==> src/rtl/supv_pkg.sv <==
package supv_pkg;

    typedef enum logic [2:0] {
        M_INIT_RST = 3'd0,
        M_INIT     = 3'd1,
        M_RESET    = 3'd2,
        M_NREQ     = 3'd3,
        M_NORMAL   = 3'd4,
        M_FLASH    = 3'd5
    } mode_e;

    localparam logic [1:0] TGT_RESET = 2'd0;
    localparam logic [1:0] TGT_INIT  = 2'd1;
    localparam logic [1:0] TGT_FLASH = 2'd2;

    typedef struct packed {
        mode_e mode;
        logic  batfail;
        logic  dbg;
        logic  long_rst;
        logic  irq;
    } seq_state_t;

endpackage

==> src/rtl/supv_tick_timer.sv <==
module supv_tick_timer #(
    parameter int CNT_W = 16
) (
    input  logic             clk,
    input  logic             rst_n,
    input  logic             clear_i,
    input  logic             tick_i,
    input  logic [CNT_W-1:0] limit_i,
    output logic             expire_o,
    output logic             half_o
);
    logic [CNT_W-1:0] cnt_d, cnt_q;
    logic             last_w;

    assign last_w   = (cnt_q == limit_i - 1'b1);
    assign expire_o = tick_i && last_w;
    assign half_o   = tick_i && (cnt_q == (limit_i >> 1) - 1'b1);

    always_comb begin
        cnt_d = cnt_q;
        if (clear_i)
            cnt_d = '0;
        else if (tick_i)
            cnt_d = last_w ? '0 : cnt_q + 1'b1;
    end

    always_ff @(posedge clk or negedge rst_n) begin
        if (!rst_n) cnt_q <= '0;
        else        cnt_q <= cnt_d;
    end

    // counter never reaches the active limit (reload on every mode entry) - R4
    assert_cnt_in_window_R4: assert property (@(posedge clk) disable iff (!rst_n)
        cnt_q < limit_i);

endmodule

==> src/rtl/supv_mode_next.sv <==
module supv_mode_next
    import supv_pkg::*;
(
    input  mode_e      mode_i,
    input  logic       dbg_i,
    input  logic       expire_i,
    input  logic       refresh_i,
    input  logic       bad_i,
    input  logic       sec_req_i,
    input  logic [1:0] sec_tgt_i,
    input  logic       flash_exit_i,
    input  logic       vdd_low_i,
    output mode_e      next_o,
    output logic       vdd_cause_o,
    output logic       reload_o
);
    logic timeout_w;
    assign timeout_w = expire_i && !dbg_i;

    always_comb begin
        next_o      = mode_i;
        vdd_cause_o = 1'b0;
        reload_o    = 1'b0;
        case (mode_i)
            M_INIT_RST: begin
                if (expire_i) next_o = M_INIT;
            end
            M_INIT: begin
                if (refresh_i)      next_o = M_NORMAL;
                else if (timeout_w) next_o = M_INIT_RST;
            end
            M_RESET: begin
                if (expire_i) next_o = M_NREQ;
            end
            M_NREQ: begin
                if (vdd_low_i) begin
                    next_o      = M_RESET;
                    vdd_cause_o = 1'b1;
                end else if (refresh_i) next_o = M_NORMAL;
                else if (bad_i)         next_o = M_RESET;
                else if (timeout_w)     next_o = M_RESET;
            end
            M_NORMAL: begin
                if (vdd_low_i) begin
                    next_o      = M_RESET;
                    vdd_cause_o = 1'b1;
                end else if (sec_req_i && sec_tgt_i == TGT_RESET) next_o = M_RESET;
                else if (sec_req_i && sec_tgt_i == TGT_INIT)      next_o = M_INIT;
                else if (sec_req_i && sec_tgt_i == TGT_FLASH)     next_o = M_FLASH;
                else if (refresh_i)                               reload_o = 1'b1;
                else if (bad_i)                                   next_o = M_RESET;
                else if (timeout_w)                               next_o = M_RESET;
            end
            M_FLASH: begin
                if (vdd_low_i) begin
                    next_o      = M_RESET;
                    vdd_cause_o = 1'b1;
                end else if (flash_exit_i) next_o = M_RESET;
                else if (refresh_i)        reload_o = 1'b1;
                else if (bad_i)            next_o = M_RESET;
                else if (timeout_w)        next_o = M_RESET;
            end
            default: next_o = M_INIT_RST;
        endcase
    end

endmodule

==> src/rtl/supv_mode_seq.sv <==
module supv_mode_seq
    import supv_pkg::*;
#(
    parameter int INIT_RST_MS = 1,
    parameter int CFG_WIN_MS  = 256,
    parameter int RST_MS      = 1,
    parameter int RST_LONG_MS = 8,
    parameter int NREQ_MS     = 256,
    parameter int WD_MS       = 128,
    parameter int FLASH_WD_MS = 32768
) (
    input  logic       clk,
    input  logic       rst_n,
    input  logic       tick_i,
    input  logic       por_i,
    input  logic       vdd_low_i,
    input  logic       dbg_strap_i,
    input  logic       rst_long_i,
    input  logic       wd_refresh_i,
    input  logic       wd_bad_i,
    input  logic       sec_req_i,
    input  logic [1:0] sec_tgt_i,
    input  logic       flash_exit_i,
    input  logic       cfg_wr_i,
    output logic [2:0] mode_o,
    output logic       rst_n_o,
    output logic       batfail_o,
    output logic       init_wr_en_o,
    output logic       wd_half_irq_o
);
    localparam int MAX_A = (INIT_RST_MS > CFG_WIN_MS) ? INIT_RST_MS : CFG_WIN_MS;
    localparam int MAX_B = (RST_MS > RST_LONG_MS) ? RST_MS : RST_LONG_MS;
    localparam int MAX_C = (NREQ_MS > WD_MS) ? NREQ_MS : WD_MS;
    localparam int MAX_D = (MAX_A > MAX_B) ? MAX_A : MAX_B;
    localparam int MAX_E = (MAX_C > FLASH_WD_MS) ? MAX_C : FLASH_WD_MS;
    localparam int MAX_L = (MAX_D > MAX_E) ? MAX_D : MAX_E;
    localparam int CNT_W = $clog2(MAX_L + 1);

    localparam logic [CNT_W-1:0] L_INIT_RST = CNT_W'(INIT_RST_MS);
    localparam logic [CNT_W-1:0] L_CFG      = CNT_W'(CFG_WIN_MS);
    localparam logic [CNT_W-1:0] L_RST      = CNT_W'(RST_MS);
    localparam logic [CNT_W-1:0] L_RST_LONG = CNT_W'(RST_LONG_MS);
    localparam logic [CNT_W-1:0] L_NREQ     = CNT_W'(NREQ_MS);
    localparam logic [CNT_W-1:0] L_WD       = CNT_W'(WD_MS);
    localparam logic [CNT_W-1:0] L_FLASH    = CNT_W'(FLASH_WD_MS);

    localparam seq_state_t ST_RESET = '{mode: M_INIT_RST, batfail: 1'b1,
                                        dbg: 1'b0, long_rst: 1'b0, irq: 1'b0};

    seq_state_t       st_d, st_q;
    mode_e            nxt_w;
    logic             vdd_cause_w, reload_w, expire_w, half_w, clear_w;
    logic [CNT_W-1:0] limit_w;

    // deadline length selected by the current mode
    always_comb begin
        case (st_q.mode)
            M_INIT_RST: limit_w = L_INIT_RST;
            M_INIT:     limit_w = L_CFG;
            M_RESET:    limit_w = st_q.long_rst ? L_RST_LONG : L_RST;
            M_NREQ:     limit_w = L_NREQ;
            M_NORMAL:   limit_w = L_WD;
            M_FLASH:    limit_w = L_FLASH;
            default:    limit_w = L_INIT_RST;
        endcase
    end

    supv_tick_timer #(.CNT_W(CNT_W)) u_timer (
        .clk      (clk),
        .rst_n    (rst_n),
        .clear_i  (clear_w),
        .tick_i   (tick_i),
        .limit_i  (limit_w),
        .expire_o (expire_w),
        .half_o   (half_w)
    );

    supv_mode_next u_next (
        .mode_i       (st_q.mode),
        .dbg_i        (st_q.dbg),
        .expire_i     (expire_w),
        .refresh_i    (wd_refresh_i),
        .bad_i        (wd_bad_i),
        .sec_req_i    (sec_req_i),
        .sec_tgt_i    (sec_tgt_i),
        .flash_exit_i (flash_exit_i),
        .vdd_low_i    (vdd_low_i),
        .next_o       (nxt_w),
        .vdd_cause_o  (vdd_cause_w),
        .reload_o     (reload_w)
    );

    assign clear_w = por_i || (nxt_w != st_q.mode) || reload_w;

    always_comb begin
        st_d     = st_q;
        st_d.irq = 1'b0;
        if (por_i) begin
            st_d.mode     = M_INIT_RST;
            st_d.batfail  = 1'b1;
            st_d.dbg      = dbg_strap_i;
            st_d.long_rst = 1'b0;
        end else begin
            st_d.mode = nxt_w;
            if (st_q.mode == M_INIT && nxt_w == M_NORMAL)
                st_d.batfail = 1'b0;
            if (nxt_w == M_RESET && st_q.mode != M_RESET)
                st_d.long_rst = vdd_cause_w && rst_long_i;
            st_d.irq = (st_q.mode == M_FLASH) && (nxt_w == M_FLASH) && half_w;
        end
    end

    always_ff @(posedge clk or negedge rst_n) begin
        if (!rst_n) st_q <= ST_RESET;
        else        st_q <= st_d;
    end

    assign mode_o        = st_q.mode;
    assign rst_n_o       = !((st_q.mode == M_INIT_RST) || (st_q.mode == M_RESET));
    assign batfail_o     = st_q.batfail;
    assign init_wr_en_o  = cfg_wr_i && (st_q.mode == M_INIT);
    assign wd_half_irq_o = st_q.irq;

    // power-up reset only leaves towards configuration - R1
    assert_initrst_exit_R1: assert property (@(posedge clk) disable iff (!rst_n)
        (st_q.mode == M_INIT_RST && !por_i) |=> (mode_o == M_INIT_RST || mode_o == M_INIT));

    // refresh in configuration reaches normal with flag cleared - R2
    assert_cfg_refresh_R2: assert property (@(posedge clk) disable iff (!rst_n)
        (st_q.mode == M_INIT && wd_refresh_i && !por_i) |=> (mode_o == M_NORMAL && !batfail_o));

    // reset is only ever followed by normal-request - R5
    assert_reset_exit_R5: assert property (@(posedge clk) disable iff (!rst_n)
        (st_q.mode == M_RESET && !por_i) |=> (mode_o == M_RESET || mode_o == M_NREQ));

    // in debug, configuration is left only by a refresh - R11
    assert_dbg_cfg_hold_R11: assert property (@(posedge clk) disable iff (!rst_n)
        (st_q.dbg && st_q.mode == M_INIT && !wd_refresh_i && !por_i) |=> (mode_o == M_INIT));

    // half-period interrupt is a single-cycle pulse - R9
    assert_irq_pulse_R9: assert property (@(posedge clk) disable iff (!rst_n)
        wd_half_irq_o |=> !wd_half_irq_o);

endmodule

==> config.mk <==
export PLATFORM = sky130hd
export DESIGN_NAME = supv_mode_seq
export DESIGN_NICKNAME = d
export VERILOG_FILES = /design/src/rtl/supv_pkg.sv /design/src/rtl/supv_tick_timer.sv /design/src/rtl/supv_mode_next.sv /design/src/rtl/supv_mode_seq.sv
export SDC_FILE = /design/constraint.sdc
export NUM_CORES = 1
export LEC_CHECK = 0
export BUFFER_PORTS_ARGS = -buffer_cell sky130_fd_sc_hd__buf_2
export CORE_ASPECT_RATIO = 1.25
export CORE_MARGIN = 5
export CORE_UTILIZATION = 53
export CTS_CLUSTER_SIZE = 20
export DETAILED_ROUTE_END_ITERATION = 16
export GPL_TIMING_DRIVEN = 1
export PLACE_DENSITY = 0.74
export SYNTH_ARGS = -nofsm -noshare
export SYNTH_HDL_FRONTEND = slang
export SYNTH_SLANG_ARGS = --single-unit
==> constraint.sdc <==
create_clock -name clk -period 2.68 [get_ports clk]
set_clock_uncertainty 0.15 [all_clocks]
set_input_delay 0.536 -clock clk [delete_from_list [all_inputs] [get_ports clk]]
set_output_delay 0.536 -clock clk [all_outputs]
set_load 0.02 [all_outputs]
==> results.toml, run 1 <==
[status]
status = "finished with violations"
violations = "setup timing"

[synth]
postSynthCellCount = 217
synth_area_um2 = 1861
synth.distinct_cells = 51
synth_seq_cells = 23
synth_edf_count = 0
yosysSeqAreaShare = 0.3100
synth_flop_cell = "dfrtp_1"
yosysWarnings = 0
async_reset_ff_frac = 1.000
syn_nets = 235
avgSynthCellArea_um2 = 8.574

[route]
dr.pass1.iters = 5
drc_errors = 0
vias = 1721
dr.first_iter.drc_count = 78
ant_nets = 0
routed_wl_um = 4874
wl_per_cell_um = 16.75
avgViaCountPerCell = 5.914

[worst_setup_path]
rr_startpoint = "mode_o[2]"
required_ns = 2.68
worstSetupPathType = "reg -> reg"
r2r_slack_ns = -0.11
path_cells = "buf_12 -> o21ai_2 -> buf_6 -> ha_4 -> and4_1 -> o22ai_2 -> a211oi_2 -> and3_4 -> nand2_4 -> a31oi_4 -> clkbuf_16 -> nor3_2"
arrival_ns = 2.79
rr_worst_depth = 12
cp-start-kind = "register"
r2r-end = "u_timer.cnt_q[3]"
critPathMaxFanout = 8
end_kind = "register"
slowest_delay_ns = 0.45
slowest_stage = "dfrtp_2"

[timing]
period_share = 1.040
worstMarginPinSlew_ns = 0.4944
fin_crit_ns = 2.788
layout_setup_ws_ns = -0.1085
slew_headroom = 0.6704
fin_setup_tns_ns = -1.520
slew_violations = 0
rsz0062_at_grt = "true"
max_freq_ghz = 0.3586
whs_ns = 0.07181
finalHoldViolCount = 0
setup_viol = 19

[place]
post-place-ws_ns = -0.1047
routabilityCongestion = 0.8755
placed_area_um2 = 2113
placed_cells = 275
port-buffer-count = 20
dpl.hpwl_um = 3345

[clock_tree]
cts.sinks = 23
clkLatencyLatePin_ns = 0.27
htree_levels = 1
cts_buffers = 3
clkSlewWorstSetupHoldPaths_ns = 0.07
root_buffer = "clkbuf_8"
clockBufferDepth = 2
cts_tree = "yes"

[floorplan]
std_cell_rows = 24
core_um2 = 3453
die_w_um = 63.00
dieArea_um2 = 4803
initial_core_util = 0.5388
die_h_um = 76.24
ioPinCount = 21

[pwr]
irDropWorstVdd_v = 0.0005680
p_switching_mw = 0.6315
p_per_area_nw_per_um2 = 626.1
pwr-share-clk = 0.141
internal_power_mw = 0.8953
p_leak_nw = 1.000
power_frac_comb = 0.595
finalPower_mw = 1.527
seqPwrFrac = 0.264
swShare = 0.4136

[cells_and_area]
final_core_util = 0.7062
postLayoutCellArea_um2 = 2439
antenna_cells = 0
nets = 271
area_growth_pct = 31.07
fin_cells = 291
drive_gt1_frac = 0.3730

[global_routing]
antenna_found_initial = 0
grt_max_degree = 24
track_usage = 0.1912
grt_pass1_wl_um = 7438
overflow = 0
grt_pass1_vias = 1632

[hold_path]
hp-class = "in -> async"

[flow_run]
maxCapViolCount = 0
how the worst max path moves through the flow:
stage	end	startpoint	cells after the start
floorplan	u_timer.cnt_q[0]	mode_o[0]	13
global placement	st_q[1]	mode_o[1]	10
detailed placement	st_q[1]	mode_o[1]	10
CTS	u_timer.cnt_q[11]	mode_o[1]	12
global route	u_timer.cnt_q[4]	mode_o[2]	12
finish	u_timer.cnt_q[3]	mode_o[2]	12
flip-flops by register name (all words and copies together), names as in the netlist:
register and cells:
u_timer.cnt_q 16, mode_o 3, st_q 2, batfail_o 1
wd_half_irq_o 1
Yosys cell counts, types with 2 or more instances:
cell type / count / share of area
buf_2: 3 / 0.0081
nor2b_1: 4 / 0.013
nand2_1: 19 / 0.038
nor4_1: 6 / 0.020
dfrtp_1: 22 / 0.30
buf_4: 5 / 0.020
ha_1: 4 / 0.027
mux2_2: 2 / 0.012
and4_1: 2 / 0.0094
inv_1: 6 / 0.012
mux2i_1: 3 / 0.016
or3_1: 2 / 0.0067
nand2b_1: 3 / 0.010
nor2_1: 15 / 0.030
o21ai_0: 11 / 0.030
nor3b_1: 2 / 0.0081
and2_1: 2 / 0.0067
o2bb2ai_1: 2 / 0.0094
nand3_1: 10 / 0.027
xnor2_1: 10 / 0.047
clkbuf_1: 4 / 0.0081
nor3_1: 12 / 0.032
a211oi_1: 3 / 0.012
nand3b_1: 2 / 0.0081
nand4_1: 4 / 0.013
nor3_2: 9 / 0.048
a21oi_1: 11 / 0.030
xor2_1: 11 / 0.052
and2b_1: 2 / 0.0081
and3_1: 4 / 0.013
a221oi_1: 2 / 0.0094
cells by family (layout without fill, tap and decap cells):
logic type,Yosys count,after routing,synth area share
xor gates and xnor gates,21,21,0.09885
muxes,5,5,0.02824
adders and majority gates,4,4,0.02690
and+or+nand+nor,103,103,0.3241
AOI/OAI and AO/OA,42,42,0.1574
buffers and inverters,19,54,0.05447
DFF,23,23,0.3100
what timing repair did:
| item | 4_1_cts | 5_1_grt |
|---|---|---|
| setup buffers | 2 | 10 |
| gates resized for setup | 10 | 18 |
| hold buffers | 0 | 0 |
| pin swaps | 5 | 17 |
| gates cloned | 0 | 1 |
| setup endpoints to repair | 19 | 19 |
critical path: cells and delay by family (launching register included):
kind,cells,cell delay [ns]
buffers and inverters,3,0.49
AO/OA/AOI/OAI,4,0.78
AND/OR/NAND/NOR,4,0.61
flip-flops,1,0.45
adder cells (fa/ha/maj),1,0.17
cell type report:
| class | instances | area [µm²] |
|---|---|---|
| Timing Repair Buffer | 44 | 330.3 |
| Tap cell | 39 | 48.80 |
| Multi-Input combinational cell | 175 | 1414 |
| Sequential cell | 23 | 578.1 |
| Fill cell | 256 | 1015 |
| Clock buffer | 4 | 45.04 |
| Inverter | 6 | 22.52 |
routing by layer:
layer	wire [µm]	global-route usage	up-vias
met2	2614	0.3419	40
met5	0	0	-
li1	-	-	853
met4	212	0.09979	0
met3	171	0.02950	15
met1	1876	0.2122	813
power by group through the flow:
stage	logic [mW]	clock network (mW)	registers [mW]
4_1_cts	0.703	0.224	0.401
6_report	0.908	0.215	0.404
5_1_grt	0.976	0.241	0.407
3_5_place_dp	0.613	0	0.406
3_3_place_gp	0.598	0	0.406
2_1_floorplan	0.476	0	0.405
layout by cell type (no fill, tap or decap), types with 3 or more instances in the layout:
| cell type | count |
|---|---|
| dfrtp_1 | 21 |
| buf_2 | 20 |
| buf_4 | 19 |
| nand2_1 | 18 |
| nor2_1 | 14 |
| nor3_2 | 12 |
| xor2_1 | 11 |
| a21oi_1 | 10 |
| nand3_1 | 9 |
| xnor2_1 | 9 |
| o21ai_0 | 9 |
| nor3_1 | 8 |
| inv_1 | 5 |
| nor2b_1 | 4 |
| nand4_1 | 4 |
| nor4_4 | 3 |
| and3_1 | 3 |
| clkbuf_8 | 3 |
(Power assumes the default switching activity.)
==> run 2, diff against run 1 <==
Settings changed: CORE_MARGIN 5 to 2.
==> results.toml, run 2 (synthesis results as in run 1) <==
[worst_setup_path]
r2r-end = "u_timer.cnt_q[14]"
arrival_ns = 2.70
required_ns = 2.68
r2r_slack_ns = -0.02
critPathTopFamily = "compound AO/OA/AOI/OAI gates"
cp-start-kind = "register"
rr_startpoint = "mode_o[1]"
slowest_delay_ns = 0.43
crit_buf_inv = 1
slowest_stage = "dfrtp_1"
path_cells = "nand2b_1 -> o21ai_4 -> ha_4 -> o21ai_2 -> a221oi_2 -> xnor2_1 -> and3_4 -> nand2_4 -> a31oi_4 -> clkbuf_16 -> nor3_2"
end_kind = "register"
worstSetupPathType = "reg -> reg"
critPathMaxFanout = 8
rr_worst_depth = 11

[timing]
slew_violations = 0
fin_setup_tns_ns = -0.07384
period_share = 1.006
fin_crit_ns = 2.697
rsz0062_at_grt = "true"
layout_setup_ws_ns = -0.01662
max_freq_ghz = 0.3708
setup_viol = 7
whs_ns = 0.08151
worstMarginPinSlew_ns = 0.5297
slew_headroom = 0.6469
finalHoldViolCount = 0

[global_routing]
track_usage = 0.2495
grt_pass1_wl_um = 7859
grt_max_degree = 24
grt_pass1_vias = 1732
overflow = 0
antenna_found_initial = 0

[cells_and_area]
final_common_cell = "buf_4"
regMostFlops = "u_timer.cnt_q"
final.fill_count = 275
area_growth_pct = 29.52
postLayoutCellArea_um2 = 2410
nets = 273
final_cell_mix = "23 x buf_4, 21 x dfrtp_1, 20 x buf_2, 18 x nand2_1, 14 x nor2_1"
drive_gt1_frac = 0.3661
largest_reg_flops = 16
antenna_cells = 0
fin_cells = 293

[pwr]
p_leak_nw = 1.001
p_per_area_nw_per_um2 = 614.1
irDropWorstVdd_v = 0.0004513

[clock_tree]
clkLatencyLatePin_ns = 0.27
htree_levels = 1
postCtsHoldBufs = 0
cts.sinks = 23
clockBufferDepth = 2
clkSlewWorstSetupHoldPaths_ns = 0.09
root_buffer = "clkbuf_8"
cts_buffers = 3
cts_tree = "yes"

[hold_path]
hp-class = "in -> async"

[route]
dr.pass1.iters = 4
routed_wl_um = 4934
drc_errors = 0
ant_nets = 0
avgViaCountPerCell = 5.980
wl_per_cell_um = 16.84
dr.first_iter.drc_count = 91
vias = 1752

[place]
routabilityCongestion = 0.8832
dpl.hpwl_um = 3415
post-place-ws_ns = -0.09273
port-buffer-count = 20
placed_area_um2 = 2143
placed_cells = 279

[floorplan]
die_w_um = 57.00
core_um2 = 3423
ioPinCount = 21
initial_core_util = 0.5435
die_h_um = 70.24
std_cell_rows = 24
dieArea_um2 = 4003

[flow_run]
maxCapViolCount = 0

[status]
violations = "setup timing"
status = "finished with violations"
## run 2: worst max-delay path by stage
stage               startpoint                end  slack (ns)  cells past startpoint
floorplan            mode_o[0]   u_timer.cnt_q[0]      -0.005                     13
global placement     mode_o[0]            st_q[1]       -0.04                     10
detailed placement   mode_o[0]            st_q[1]       -0.09                     10
CTS                  mode_o[1]   u_timer.cnt_q[7]       0.001                     11
global route         mode_o[0]   u_timer.cnt_q[4]       -0.12                     10
finish               mode_o[1]  u_timer.cnt_q[14]       -0.02                     11
## run 2: area by class of cell
| type | count | area, µm² | area share |
|---|---|---|---|
| timing repair buffer | 46 | 329.1 | 0.1366 |
| clock inverter | 1 | 5.005 | 0.002077 |
| multi-input combinational | 175 | 1385 | 0.5748 |
| sequential | 23 | 578.1 | 0.2399 |
| clock buffer | 3 | 41.29 | 0.01713 |
| inverter | 6 | 22.52 | 0.009346 |
| tap | 39 | 48.80 | 0.02025 |
## run 2: per-layer routing
| metal | global-route usage | wire [µm] |
|---|---|---|
| met3 | 0.01667 | 118 |
| met5 | 0 | 0 |
| met1 | 0.2949 | 2019 |
| met2 | 0.4547 | 2640 |
| met4 | 0.1059 | 155 |
## run 2: timing repair
action | in CTS | in global routing
cloned | 0 | 1
setup buffers | 2 | 8
setup endpoints to repair | 19 | 20
pin swaps | 2 | 14
gates resized for setup | 7 | 16
## run 2: metrics by stage
| stage | utilization | total power [mW] |
|---|---|---|
| detailed placement | 0.6261 | 1.029 |
| finish | 0.7039 | 1.480 |
| floorplan | - | 0.8812 |
| global placement | 0.6261 | 1.017 |
| CTS | 0.6568 | 1.318 |
| global route | 0.7039 | 1.574 |
## run 2: worst reg2reg max path, stage by stage (launching register included)
cell	delay [ns]
dfrtp_1	0.43
nand2b_1	0.22
o21ai_4	0.12
ha_4	0.21
o21ai_2	0.07
a221oi_2	0.28
xnor2_1	0.20
and3_4	0.26
nand2_4	0.08
a31oi_4	0.29
clkbuf_16	0.22
nor3_2	0.05
## run 2: report_power, final
group	switching (mW)	total, mW	internal (mW)	leakage, nW
logic	0.455	0.855	0.400	0.663
registers	0.0328	0.405	0.372	0.312
clock network	0.116	0.220	0.104	0.0255
